`config.mk`:
```
export PLATFORM = sky130hd
export DESIGN_NAME = cp0_priv_ctrl
export DESIGN_NICKNAME = d
export VERILOG_FILES = /design/src/rtl/cp0_priv_pkg.sv /design/src/rtl/cp0_access_gate.sv /design/src/rtl/cp0_stat_stack.sv /design/src/rtl/cp0_epc_stub.sv /design/src/rtl/cp0_priv_ctrl.sv
export SDC_FILE = /design/constraint.sdc
export NUM_CORES = 1
export LEC_CHECK = 0
export BUFFER_PORTS_ARGS = -buffer_cell sky130_fd_sc_hd__buf_2
export CORE_ASPECT_RATIO = 0.9
export CORE_MARGIN = 2
export CORE_UTILIZATION = 50
export DETAILED_ROUTE_END_ITERATION = 7
export PLACE_DENSITY = 0.84
export SLEW_MARGIN = 5
export SYNTH_ARGS = -nofsm -noshare
export SYNTH_HDL_FRONTEND = slang
export SYNTH_SLANG_ARGS = --single-unit
```
`constraint.sdc`:
```
create_clock -name clk -period 2.6 [get_ports clk]
set_clock_uncertainty 0.1 [all_clocks]
set_input_delay 0.52 -clock clk [delete_from_list [all_inputs] [get_ports clk]]
set_output_delay 0.52 -clock clk [all_outputs]
set_load 0.05 [all_outputs]
```
`src/rtl/cp0_priv_pkg.sv`:
```
package cp0_priv_pkg;

    typedef enum logic [1:0] {
        ST_HOLD = 2'd0,
        ST_PUSH = 2'd1,
        ST_POP  = 2'd2,
        ST_LOAD = 2'd3
    } stat_op_e;

    function automatic int unsigned stat_bits(input int unsigned levels);
        return 2 * levels;
    endfunction

endpackage

```
`src/rtl/cp0_access_gate.sv`:
```
module cp0_access_gate (
    input  logic ins_mfc0,
    input  logic ins_mtc0,
    input  logic ins_rfe,
    input  logic exc_enter,
    input  logic user_q,
    output logic go_mfc0,
    output logic go_mtc0,
    output logic go_rfe,
    output logic trap
);
    logic any_ins;
    logic allowed;

    always_comb begin
        any_ins = ins_mfc0 | ins_mtc0 | ins_rfe;
        allowed = ~user_q & ~exc_enter;
        go_mfc0 = ins_mfc0 & allowed;
        go_mtc0 = ins_mtc0 & allowed;
        go_rfe  = ins_rfe  & allowed;
        trap    = any_ins & user_q & ~exc_enter;
    end
endmodule

```
`src/rtl/cp0_stat_stack.sv`:
```
module cp0_stat_stack
    import cp0_priv_pkg::*;
#(
    parameter int unsigned LEVELS = 3,
    localparam int unsigned SW = stat_bits(LEVELS)
) (
    input  logic          clk,
    input  logic          rst_n,
    input  stat_op_e      op,
    input  logic [SW-1:0] load_bits,
    output logic [SW-1:0] stat_q
);
    typedef struct packed {
        logic [SW-1:0] stat;
    } stack_t;

    stack_t r_q, r_d;

    always_comb begin
        r_d = r_q;
        unique case (op)
            ST_PUSH: begin
                for (int lvl = LEVELS - 1; lvl >= 1; lvl--) begin
                    r_d.stat[2*lvl +: 2] = r_q.stat[2*(lvl-1) +: 2];
                end
                r_d.stat[1:0] = 2'b00;
            end
            ST_POP: begin
                for (int lvl = 0; lvl < LEVELS - 1; lvl++) begin
                    r_d.stat[2*lvl +: 2] = r_q.stat[2*(lvl+1) +: 2];
                end
            end
            ST_LOAD: r_d.stat = load_bits;
            default: r_d = r_q;
        endcase
    end

    always_ff @(posedge clk or negedge rst_n) begin
        if (!rst_n) r_q <= '0;
        else        r_q <= r_d;
    end

    assign stat_q = r_q.stat;
endmodule

```
`src/rtl/cp0_epc_stub.sv`:
```
module cp0_epc_stub #(
    parameter int unsigned DATA_W = 32
) (
    input  logic              clk,
    input  logic              rst_n,
    input  logic              load,
    input  logic [DATA_W-1:0] din,
    output logic [DATA_W-1:0] epc_q
);
    typedef struct packed {
        logic [DATA_W-1:0] epc;
    } epc_t;

    epc_t e_q, e_d;

    always_comb begin
        e_d = e_q;
        if (load) e_d.epc = din;
    end

    always_ff @(posedge clk or negedge rst_n) begin
        if (!rst_n) e_q <= '0;
        else        e_q <= e_d;
    end

    assign epc_q = e_q.epc;
endmodule

```
`src/rtl/cp0_priv_ctrl.sv`:
```
module cp0_priv_ctrl
    import cp0_priv_pkg::*;
#(
    parameter int unsigned DATA_W     = 32,
    parameter int unsigned IDX_W      = 5,
    parameter int unsigned LEVELS     = 3,
    parameter int unsigned STATUS_IDX = 12,
    parameter int unsigned EPC_IDX    = 14
) (
    input  logic              clk,
    input  logic              rst_n,
    input  logic              ins_mfc0,
    input  logic              ins_mtc0,
    input  logic              ins_rfe,
    input  logic [IDX_W-1:0]  reg_idx,
    input  logic [DATA_W-1:0] wr_data,
    input  logic              exc_enter,
    output logic [DATA_W-1:0] rd_data,
    output logic              rd_we,
    output logic              cpu_trap,
    output logic              user_mode,
    output logic              int_en
);
    localparam int unsigned SW = stat_bits(LEVELS);
    localparam logic [IDX_W-1:0] SEL_STAT = IDX_W'(STATUS_IDX);
    localparam logic [IDX_W-1:0] SEL_EPC  = IDX_W'(EPC_IDX);

    logic          go_mfc0, go_mtc0, go_rfe;
    logic [SW-1:0] stat_q;
    logic [DATA_W-1:0] epc_q;
    stat_op_e      op_d;
    logic          epc_load;

    cp0_access_gate u_gate (
        .ins_mfc0  (ins_mfc0),
        .ins_mtc0  (ins_mtc0),
        .ins_rfe   (ins_rfe),
        .exc_enter (exc_enter),
        .user_q    (stat_q[1]),
        .go_mfc0   (go_mfc0),
        .go_mtc0   (go_mtc0),
        .go_rfe    (go_rfe),
        .trap      (cpu_trap)
    );

    always_comb begin
        if (exc_enter)                          op_d = ST_PUSH;
        else if (go_rfe)                        op_d = ST_POP;
        else if (go_mtc0 && reg_idx == SEL_STAT) op_d = ST_LOAD;
        else                                    op_d = ST_HOLD;
        epc_load = go_mtc0 && (reg_idx == SEL_EPC);
    end

    cp0_stat_stack #(.LEVELS(LEVELS)) u_stack (
        .clk       (clk),
        .rst_n     (rst_n),
        .op        (op_d),
        .load_bits (wr_data[SW-1:0]),
        .stat_q    (stat_q)
    );

    cp0_epc_stub #(.DATA_W(DATA_W)) u_epc (
        .clk   (clk),
        .rst_n (rst_n),
        .load  (epc_load),
        .din   (wr_data),
        .epc_q (epc_q)
    );

    always_comb begin
        rd_data = '0;
        if (reg_idx == SEL_STAT)     rd_data = DATA_W'(stat_q);
        else if (reg_idx == SEL_EPC) rd_data = epc_q;
    end

    assign rd_we     = go_mfc0;
    assign user_mode = stat_q[1];
    assign int_en    = stat_q[0];
endmodule

```
[After elaboration in Yosys (flattened, before gate mapping)]
Cells that the tools add are included.
Storage, ports and cells
  bits in registers: 38
  input bits: 43
  output and inout port bits: 36
  logic and storage cells: 29
Operators by class
  equality and inequality tests: 5
  mux-type cells: 7
  bitwise operators: 10
  reductions and logical operators: 4
Operators with widths (count)
  32-bit 2-to-1 mux: 2
  4-bit case mux with 3 select lines: 1
  5-bit by 4-bit == test with 1-bit output (second input constant): 2
  1-bit AND: 6
  2-bit 2-to-1 mux: 3
  2-bit == test (second input constant): 2
  2-bit case mux with 2 select lines: 1
  3-bit nonzero test: 1
  2-bit by 1-bit == test with 1-bit output (second input constant): 1
  1-bit logical AND: 2
  1-bit NOT: 2
  1-bit OR: 2
  2-bit nonzero test: 1

[Longest topological paths before layout]
Gate-level depths: netlist of the first run.
  depth in word-level cells: 9
  gate-level depth with buffers: 6
  depth with buffers taken out: 4

[Modules after synthesis]
Synthesis of the first run repeated with hierarchy kept, for this count alone.
Second synthesis, totals
  cell total of the unflattened synthesis: 155
  area, all modules: 2073.2 sq um
Modules (own cells, without submodules)
  cp0_epc_stub: times used 1, cells an instance 68, area each 1345.0 sq um, sequential area each 800.8 sq um
  cp0_priv_ctrl: times used 1, cells an instance 60, area each 384.1 sq um, sequential area each 0.0 sq um
  cp0_stat_stack: times used 1, cells an instance 21, area each 296.5 sq um, sequential area each 150.1 sq um
  cp0_access_gate: times used 1, cells an instance 6, area each 47.5 sq um, sequential area each 0.0 sq um

[Worst setup path before layout of the first run]
No wires, ideal clock.
  path kind: input to output
  from: input reg_idx[0]
  to: output rd_data[2]
  arrival time: 1.673 ns
  required time: 1.980 ns
  slack: 0.307 ns
  cell stages on the path: 4
  buffers on the path: 1
  cells stage by stage: nand4bb_4 -> nor2_2 -> clkbuf_1 -> a22o_1
Between the ends
  word-level cells in the longest chain between the ends: 3
  elaborated cells between the ends (all ways): 4
  classes of those cells: eq/ne (2); mux (2)
RTL lines
  from (decl): line cp0_priv_ctrl.sv:15  | input logic [IDX_W-1:0] reg_idx,
  5-bit by 4-bit == test with 1-bit output: line cp0_priv_ctrl.sv:73  | else if (reg_idx == SEL_EPC) rd_data = epc_q;
  32-bit 2-to-1 mux: line cp0_priv_ctrl.sv:73
  32-bit 2-to-1 mux *: line cp0_priv_ctrl.sv:72  | if (reg_idx == SEL_STAT) rd_data = DATA_W'(stat_q);
  to (decl): line cp0_priv_ctrl.sv:18  | output logic [DATA_W-1:0] rd_data,
Mark *: on every way between the ends. The rest lies on a longest branch, timed or not.

[Worst setup path after layout of the first run]
Same ends and word-level chain as after synthesis.

==> metrics.yaml, run 1 <==
synthesis:
  ys_ff_latch: 38
  yosys_warnings: 0
  synth_nets: 184
  avgSynthCellArea_um2: 12.9
  synth-async-reset-ratio_pct: 100
  synthFlopType: "dfrtp_1"
  ys_seq_area_share_pct: 52.2
  post_synth_num_cell_types: 30
  synth_cells: 141
  synth_edf_count: 0
  syn_area_um2: 1820
critical_path:
  worstReg2RegEnd: "u_stack.stat_q[4]$_DFFE_PN0P_"
  r2r-start: "u_stack.stat_q[1]$_DFFE_PN0P_"
  cp-end-kind: "output pin"
  worst-setup-path-type: "in2out"
  required_ps: 1980
  worstPathMaxFanout: 6
  path_cells: "buf_2, nand4bb_4, nor2_1, a22o_1, buf_2"
  cp_slowest_cell: "nor2_1"
  critPathMaxStageDelay_ps: 380
  reg2reg_depth: 4
  reg2reg_slack_ps: 740
  startpoint: "reg_idx[0]"
  crit_top_cell: "buf_2"
  crit_end: "rd_data[2]"
  startpoint_type: "input pin"
  cp.arrival_ps: 1710
global_route:
  grt_pass1_vias: 1451
  track_usage_pct: 21.5
  antenna_found_initial: 0
  grt_pass1_wl_um: 6350
  grt_max_degree: 39
  gr-total-overflow: 0
power_and_ir_drop:
  powerDensity_nw_per_um2: 567
  p_int_mw: 1.03
  p_leak_nw: 1.32
  net-switching-power_mw: 0.318
  power_switching_share_pct: 23.7
  pwr-share-seq_pct: 52.2
  clockPowerShare_pct: 34.5
  pwr-share-comb_pct: 13.2
  peakVddDrop_mv: 0.346
drt:
  totalWireLength_um: 3950
  dr.pass1.iters: 4
  vias: 1392
  drc: 0
  wl_per_cell_um: 14.8
  drt_iter0_markers: 46
  viasPerCell: 5.23
  detail-route-antenna-nets: 0
timing:
  fmax_mhz: 430
  period_minus_slack_ps: 2330
  setup_viol: 0
  rsz0062_at_grt: "false"
  relSlewSlack_pct: 46.5
  hold_viol: 0
  min_period_over_period_pct: 89.5
  slew_viol_final: 0
  finalSetupTns_ps: 0
  tightest_slew_ps: 803
clock_network:
  hold_buffers: 0
  cts.repair.resized: 0
  clk_pin_slew_ps: 70
  clkLatencyLatePin_ps: 280
  htreeDepth: 2
  cts_tree: "done"
  cts_made_buffers: 5
  cts.root.buffer_cell: "clkbuf_8"
  cts_setup_buffers: 0
  cts_buffer_depth: 2
  cts_sinks: 38
floorplanning:
  initial_core_util_pct: 53.1
  row_count: 20
  die_area_um2: 4140
  die_y_um: 61.2
  fp.coreArea_um2: 3430
  io_pins: 79
  die_x_um: 67.6
placed_design:
  dpl-instance-area_um2: 2260
  routabilityCongestion: 0.802
  portBuffers: 78
  place_hpwl_um: 2880
run:
  drv_cap: 0
cells_and_area:
  final_layout_size_suffix_gt1_share_pct: 58.1
  final_nets: 264
  fin_area_um2: 2370
  n_antenna_cell: 0
  syn2layout_area_growth_pct: 30.2
worst_hold_path:
  hold_path_class: "in2async"
outcome:
  status: "completed"
-- cell usage in the layout, fill, tap and decap left out, drive strengths merged, types with 2 or more instances in the layout --
master and instances:
nand2 2, nor3 2, and2 28, mux2 33, clkbuf 8, a22o 7, nor2 4, and2b 2
inv 2, a221o 3, buf 81, dfrtp 38
-- synthesized netlist by cell type (2+ instances only) --
library cell | count | area (um2)
a22o_1 | 7 | 61.3
mux2_2 | 32 | 360
clkbuf_1 | 4 | 15.0
and2b_2 | 2 | 17.5
nor2_1 | 3 | 11.3
inv_1 | 2 | 7.51
nand2_1 | 2 | 7.51
and2_1 | 27 | 169
a221o_2 | 2 | 22.5
buf_2 | 3 | 15.0
dfrtp_1 | 38 | 951
-- cell families (layout without fill, tap and decap cells) --
kind of cell           Yosys count  after routing  share of synthesized area, %
buffers and inverters           10             91                          2.68
AOI/OAI and AO/OA               15             15                          7.22
DFF                             38             38                          52.2
and+or+nand+nor                 44             44                          16.9
muxes                           34             34                          21.0
-- power groups by stage --
stage / Combinational, mW / Clock, mW / Sequential [mW]
6_report: 0.178 / 0.464 / 0.702
5_1_grt: 0.196 / 0.509 / 0.711
4_1_cts: 0.181 / 0.477 / 0.702
3_5_place_dp: 0.181 / 0 / 0.713
3_3_place_gp: 0.173 / 0 / 0.708
2_1_floorplan: 0.109 / 0 / 0.706
-- sequential cells by signal, summed over array words and instances, names as in the netlist --
register,flops
u_epc.epc_q,32
u_stack.stat_q,6
-- layout make-up --
class | count | area (um2)
fill | 278 | 1060
multi-input combinational | 93 | 821
tap | 44 | 55.1
clock buffer | 8 | 110
sequential | 38 | 951
inverter | 2 | 7.51
timing repair buffer | 81 | 425
-- critical path, delay by kind of cell --
family	cells	cell delay (ps)
buffers and inverters	2	350
AOI/OAI and AO/OA	1	200
and+or+nand+nor	2	640
-- metal layers --
layer	track usage, %	vias up	wire, um
met5	0	-	0
met3	6.22	5	254
met1	25.6	680	1660
met4	10.5	0	46
li1	-	657	-
met2	36.0	50	1990
-- through the flow --
stage	instances	utilization (%)	power [mW]	hold slack (ps)	worst slack (ps)
2_1_floorplan	141	-	0.815	124	307
4_1_cts	266	69.1	1.36	246	282
3_3_place_gp	258	65.9	0.882	365	325
6_report	266	69.1	1.34	217	273
5_1_grt	266	69.1	1.42	284	181
3_5_place_dp	258	65.9	0.894	385	282
-- worst min path at each step --
stage | cells past startpoint | slack [ps] | endpoint
after CTS | 1 | 250 | u_epc.epc_q[2]$_DFFE_PN0P_
final | 1 | 220 | u_epc.epc_q[2]$_DFFE_PN0P_
after global placement | 1 | 370 | u_epc.epc_q[17]$_DFFE_PN0P_
after global routing | 1 | 280 | u_epc.epc_q[2]$_DFFE_PN0P_
after floorplan | 0 | 120 | u_epc.epc_q[0]$_DFFE_PN0P_
after detailed placement | 1 | 390 | u_epc.epc_q[28]$_DFFE_PN0P_
(Power assumes the default switching activity.)
==> run 2, diff against run 1 <==
ABC_AREA = 1   (was not set)
PLACE_DENSITY = 0.89   (was 0.84)
==> run 2 against run 1 <==
Die area rose by 10%. Non-clock buffer count rose by 1. Synthesized cell count rose by 68%. Sequential share of layout area fell by 2.2 points. Maximum frequency rose by 7.2%. Register-to-register slack improved by 150 ps. Wire length fell by 1.8%. Worst hold slack barely moved. Critical path depth rose by 2. Area after synthesis rose by 11%. Global-route usage fell by 2.8 points.
==> metrics.yaml, run 2 <==
floorplanning:
  row_count: 21  # +5.0%
  io_pins: 79  # unchanged
  fp.coreArea_um2: 3810  # +11%
  initial_core_util_pct: 53.1  # about the same
  die_area_um2: 4570  # +10%
  die_x_um: 71.0  # +5.1%
  die_y_um: 64.3  # +5.0%
clock_network:
  cts.root.buffer_cell: "clkbuf_8"
  cts_tree: "done"
  clk_pin_slew_ps: 70  # about the same
  cts_setup_buffers: 0  # unchanged
  clkLatencyLatePin_ps: 270  # about the same
  cts_sinks: 38  # unchanged
  cts.repair.resized: 0  # unchanged
  hold_buffers: 0  # unchanged
  cts_buffer_depth: 2  # unchanged
  htreeDepth: 2  # unchanged
  cts_made_buffers: 5  # unchanged
critical_path:
  required_ps: 1980  # about the same
  cp-end-kind: "output pin"
  worst-setup-path-type: "in2out"
  reg2reg_slack_ps: 890  # +150 ps
  cp.arrival_ps: 1550  # -160 ps
  startpoint_type: "input pin"
  worstPathMaxFanout: 26  # +20
  r2r-start: "u_stack.stat_q[1]$_DFFE_PN0P_"
  startpoint: "reg_idx[0]"
power_and_ir_drop:
  p_leak_nw: 1.52  # +15%
  powerDensity_nw_per_um2: 528  # -6.9%
  peakVddDrop_mv: 0.335  # -3.3%
  power_mw: 1.32  # -1.5%
global_route:
  grt_pass1_wl_um: 6770  # +6.6%
  track_usage_pct: 18.7  # -2.8 points
  gr-total-overflow: 0  # unchanged
  antenna_found_initial: 0  # unchanged
  grt_max_degree: 40  # +2.6%
  grt_pass1_vias: 1661  # +14%
placed_design:
  placed_cells: 357  # +38%
  dpl-instance-area_um2: 2420  # +7.2%
  place_hpwl_um: 2940  # +2.1%
  portBuffers: 78  # unchanged
  post-place-ws_ps: 429  # +147 ps
  routabilityCongestion: 0.868  # +8.2%
timing:
  setup_slack_ps: 429  # +156 ps
  relSlewSlack_pct: 47.1  # +0.59 points
  min_period_over_period_pct: 83.5  # -6.0 points
  tightest_slew_ps: 794  # -8.90 ps
  rsz0062_at_grt: "false"
  slew_viol_final: 0  # unchanged
  period_minus_slack_ps: 2170  # -156 ps
  finalSetupTns_ps: 0  # unchanged
  setup_viol: 0  # unchanged
  fmax_mhz: 461  # +7.2%
  hold_viol: 0  # unchanged
synthesis:
  avgSynthCellArea_um2: 8.53  # -34%
  synth-async-reset-ratio_pct: 100  # unchanged
  yosys-top-cells-count: "inv_1 (46), nor2_1 (41), dfrtp_1 (38)"
  synth_edf_count: 0  # unchanged
  post-synth-top-count-cell: "inv_1"
  syn_area_um2: 2020  # +11%
  post_synth_num_cell_types: 23  # -23%
  synth_cells: 237  # +68%
  synth_nets: 280  # +52%
  synthFlopType: "dfrtp_1"
  yosys_warnings: 0  # unchanged
  ys_ff_latch: 38  # unchanged
  synth_area_leaders: "dfrtp_1 (47%), a21oi_2 (11%), inv_1 (8.5%), nor2_1 (7.6%), nand2_1 (5.9%)"
  ys_seq_area_share_pct: 47.0  # -5.2 points
  yosysTopAreaCell: "dfrtp_1"
  yosys.area.top_type_share_pct: 47.0  # -5.2 points
cells_and_area:
  fillCellCount: 312  # +12%
  n_antenna_cell: 0  # unchanged
  largest_reg_flops: 32  # unchanged
  final_layout_size_suffix_gt1_share_pct: 44.8  # -13 points
  syn2layout_area_growth_pct: 23.9
  final_nets: 361  # +37%
  final_common_cell: "buf_2"
  fin_cells: 363  # +36%
  fin_area_um2: 2500  # +5.7%
  layout_common_cells: "buf_2 (78), inv_1 (46), nor2_1 (41)"
drt:
  detail-route-antenna-nets: 0  # unchanged
  drc: 0  # unchanged
  drt_iter0_markers: 59  # +28%
  wl_met2_um: 1870  # -6.1%
  vias: 1715  # +23%
  viasPerCell: 4.72  # -9.7%
  wl_per_cell_um: 10.7  # -28%
  totalWireLength_um: 3880  # -1.8%
  dr.pass1.iters: 4  # unchanged
  routed.top_layer: "met4"
  wl_met1_um: 1740  # +4.8%
  route.met3.wl_um: 218  # -14%
outcome:
  status: "completed"
run:
  drv_cap: 0  # unchanged
worst_hold_path:
  hold_path_class: "in2async"
==> run 2: power breakdown <==
| group | switching [mW] | internal (mW) |
|---|---|---|
| Combinational | 0.166 | 0.0900 |
| Sequential | 0.0280 | 0.664 |
| Clock | 0.171 | 0.204 |
==> run 2: cell type report <==
cell class	count	area (um2)	area share, %
multi-input cells	142	810	32.3
clock buffers	6	82.6	3.30
repair buffers	82	420	16.8
inverters	49	184	7.34
flip-flops and latches	38	951	38.0
well taps	46	57.6	2.30
==> run 2: final timing paths <==
| check | to | depth (start not counted) |
|---|---|---|
| worst max-delay path | rd_data[28] | 7 |
| worst min-delay path | u_epc.epc_q[4]$_DFFE_PN0P_ | 1 |
| worst max register to register | u_epc.epc_q[23]$_DFFE_PN0P_ | 7 |
| worst min register to register | u_epc.epc_q[2]$_DFFE_PN0P_ | 2 |
| max in group asynchronous | u_epc.epc_q[24]$_DFFE_PN0P_ | 1 |
| min in group clk | u_epc.epc_q[2]$_DFFE_PN0P_ | 2 |
==> run 2: logic make-up after synthesis <==
family	synth area share [%]
DFF	47.0
buffers and inverters	12.9
AOI/OAI and AO/OA	16.6
and+or+nand+nor	23.5
==> run 2: routing by layer <==
metal / global-route usage, % / vias up
met5: 0 / -
met4: 7.08 / 0
met3: 3.94 / 6
met2: 31.5 / 64
met1: 23.6 / 764
li1: - / 881
==> run 2: per-stage QoR <==
stage | hold slack, ps | util, %
after floorplan | 124 | -
after global placement | 358 | 63.6
after detailed placement | 366 | 63.6
after CTS | 256 | 65.7
after global routing | 300 | 65.7
final | 218 | 65.7
==> run 2: critical path, cell delays in order <==
cell	delay, ps
buf_2	90
inv_1	40
nand2_1	90
nor3_4	150
inv_2	210
nor2_1	160
buf_2	280
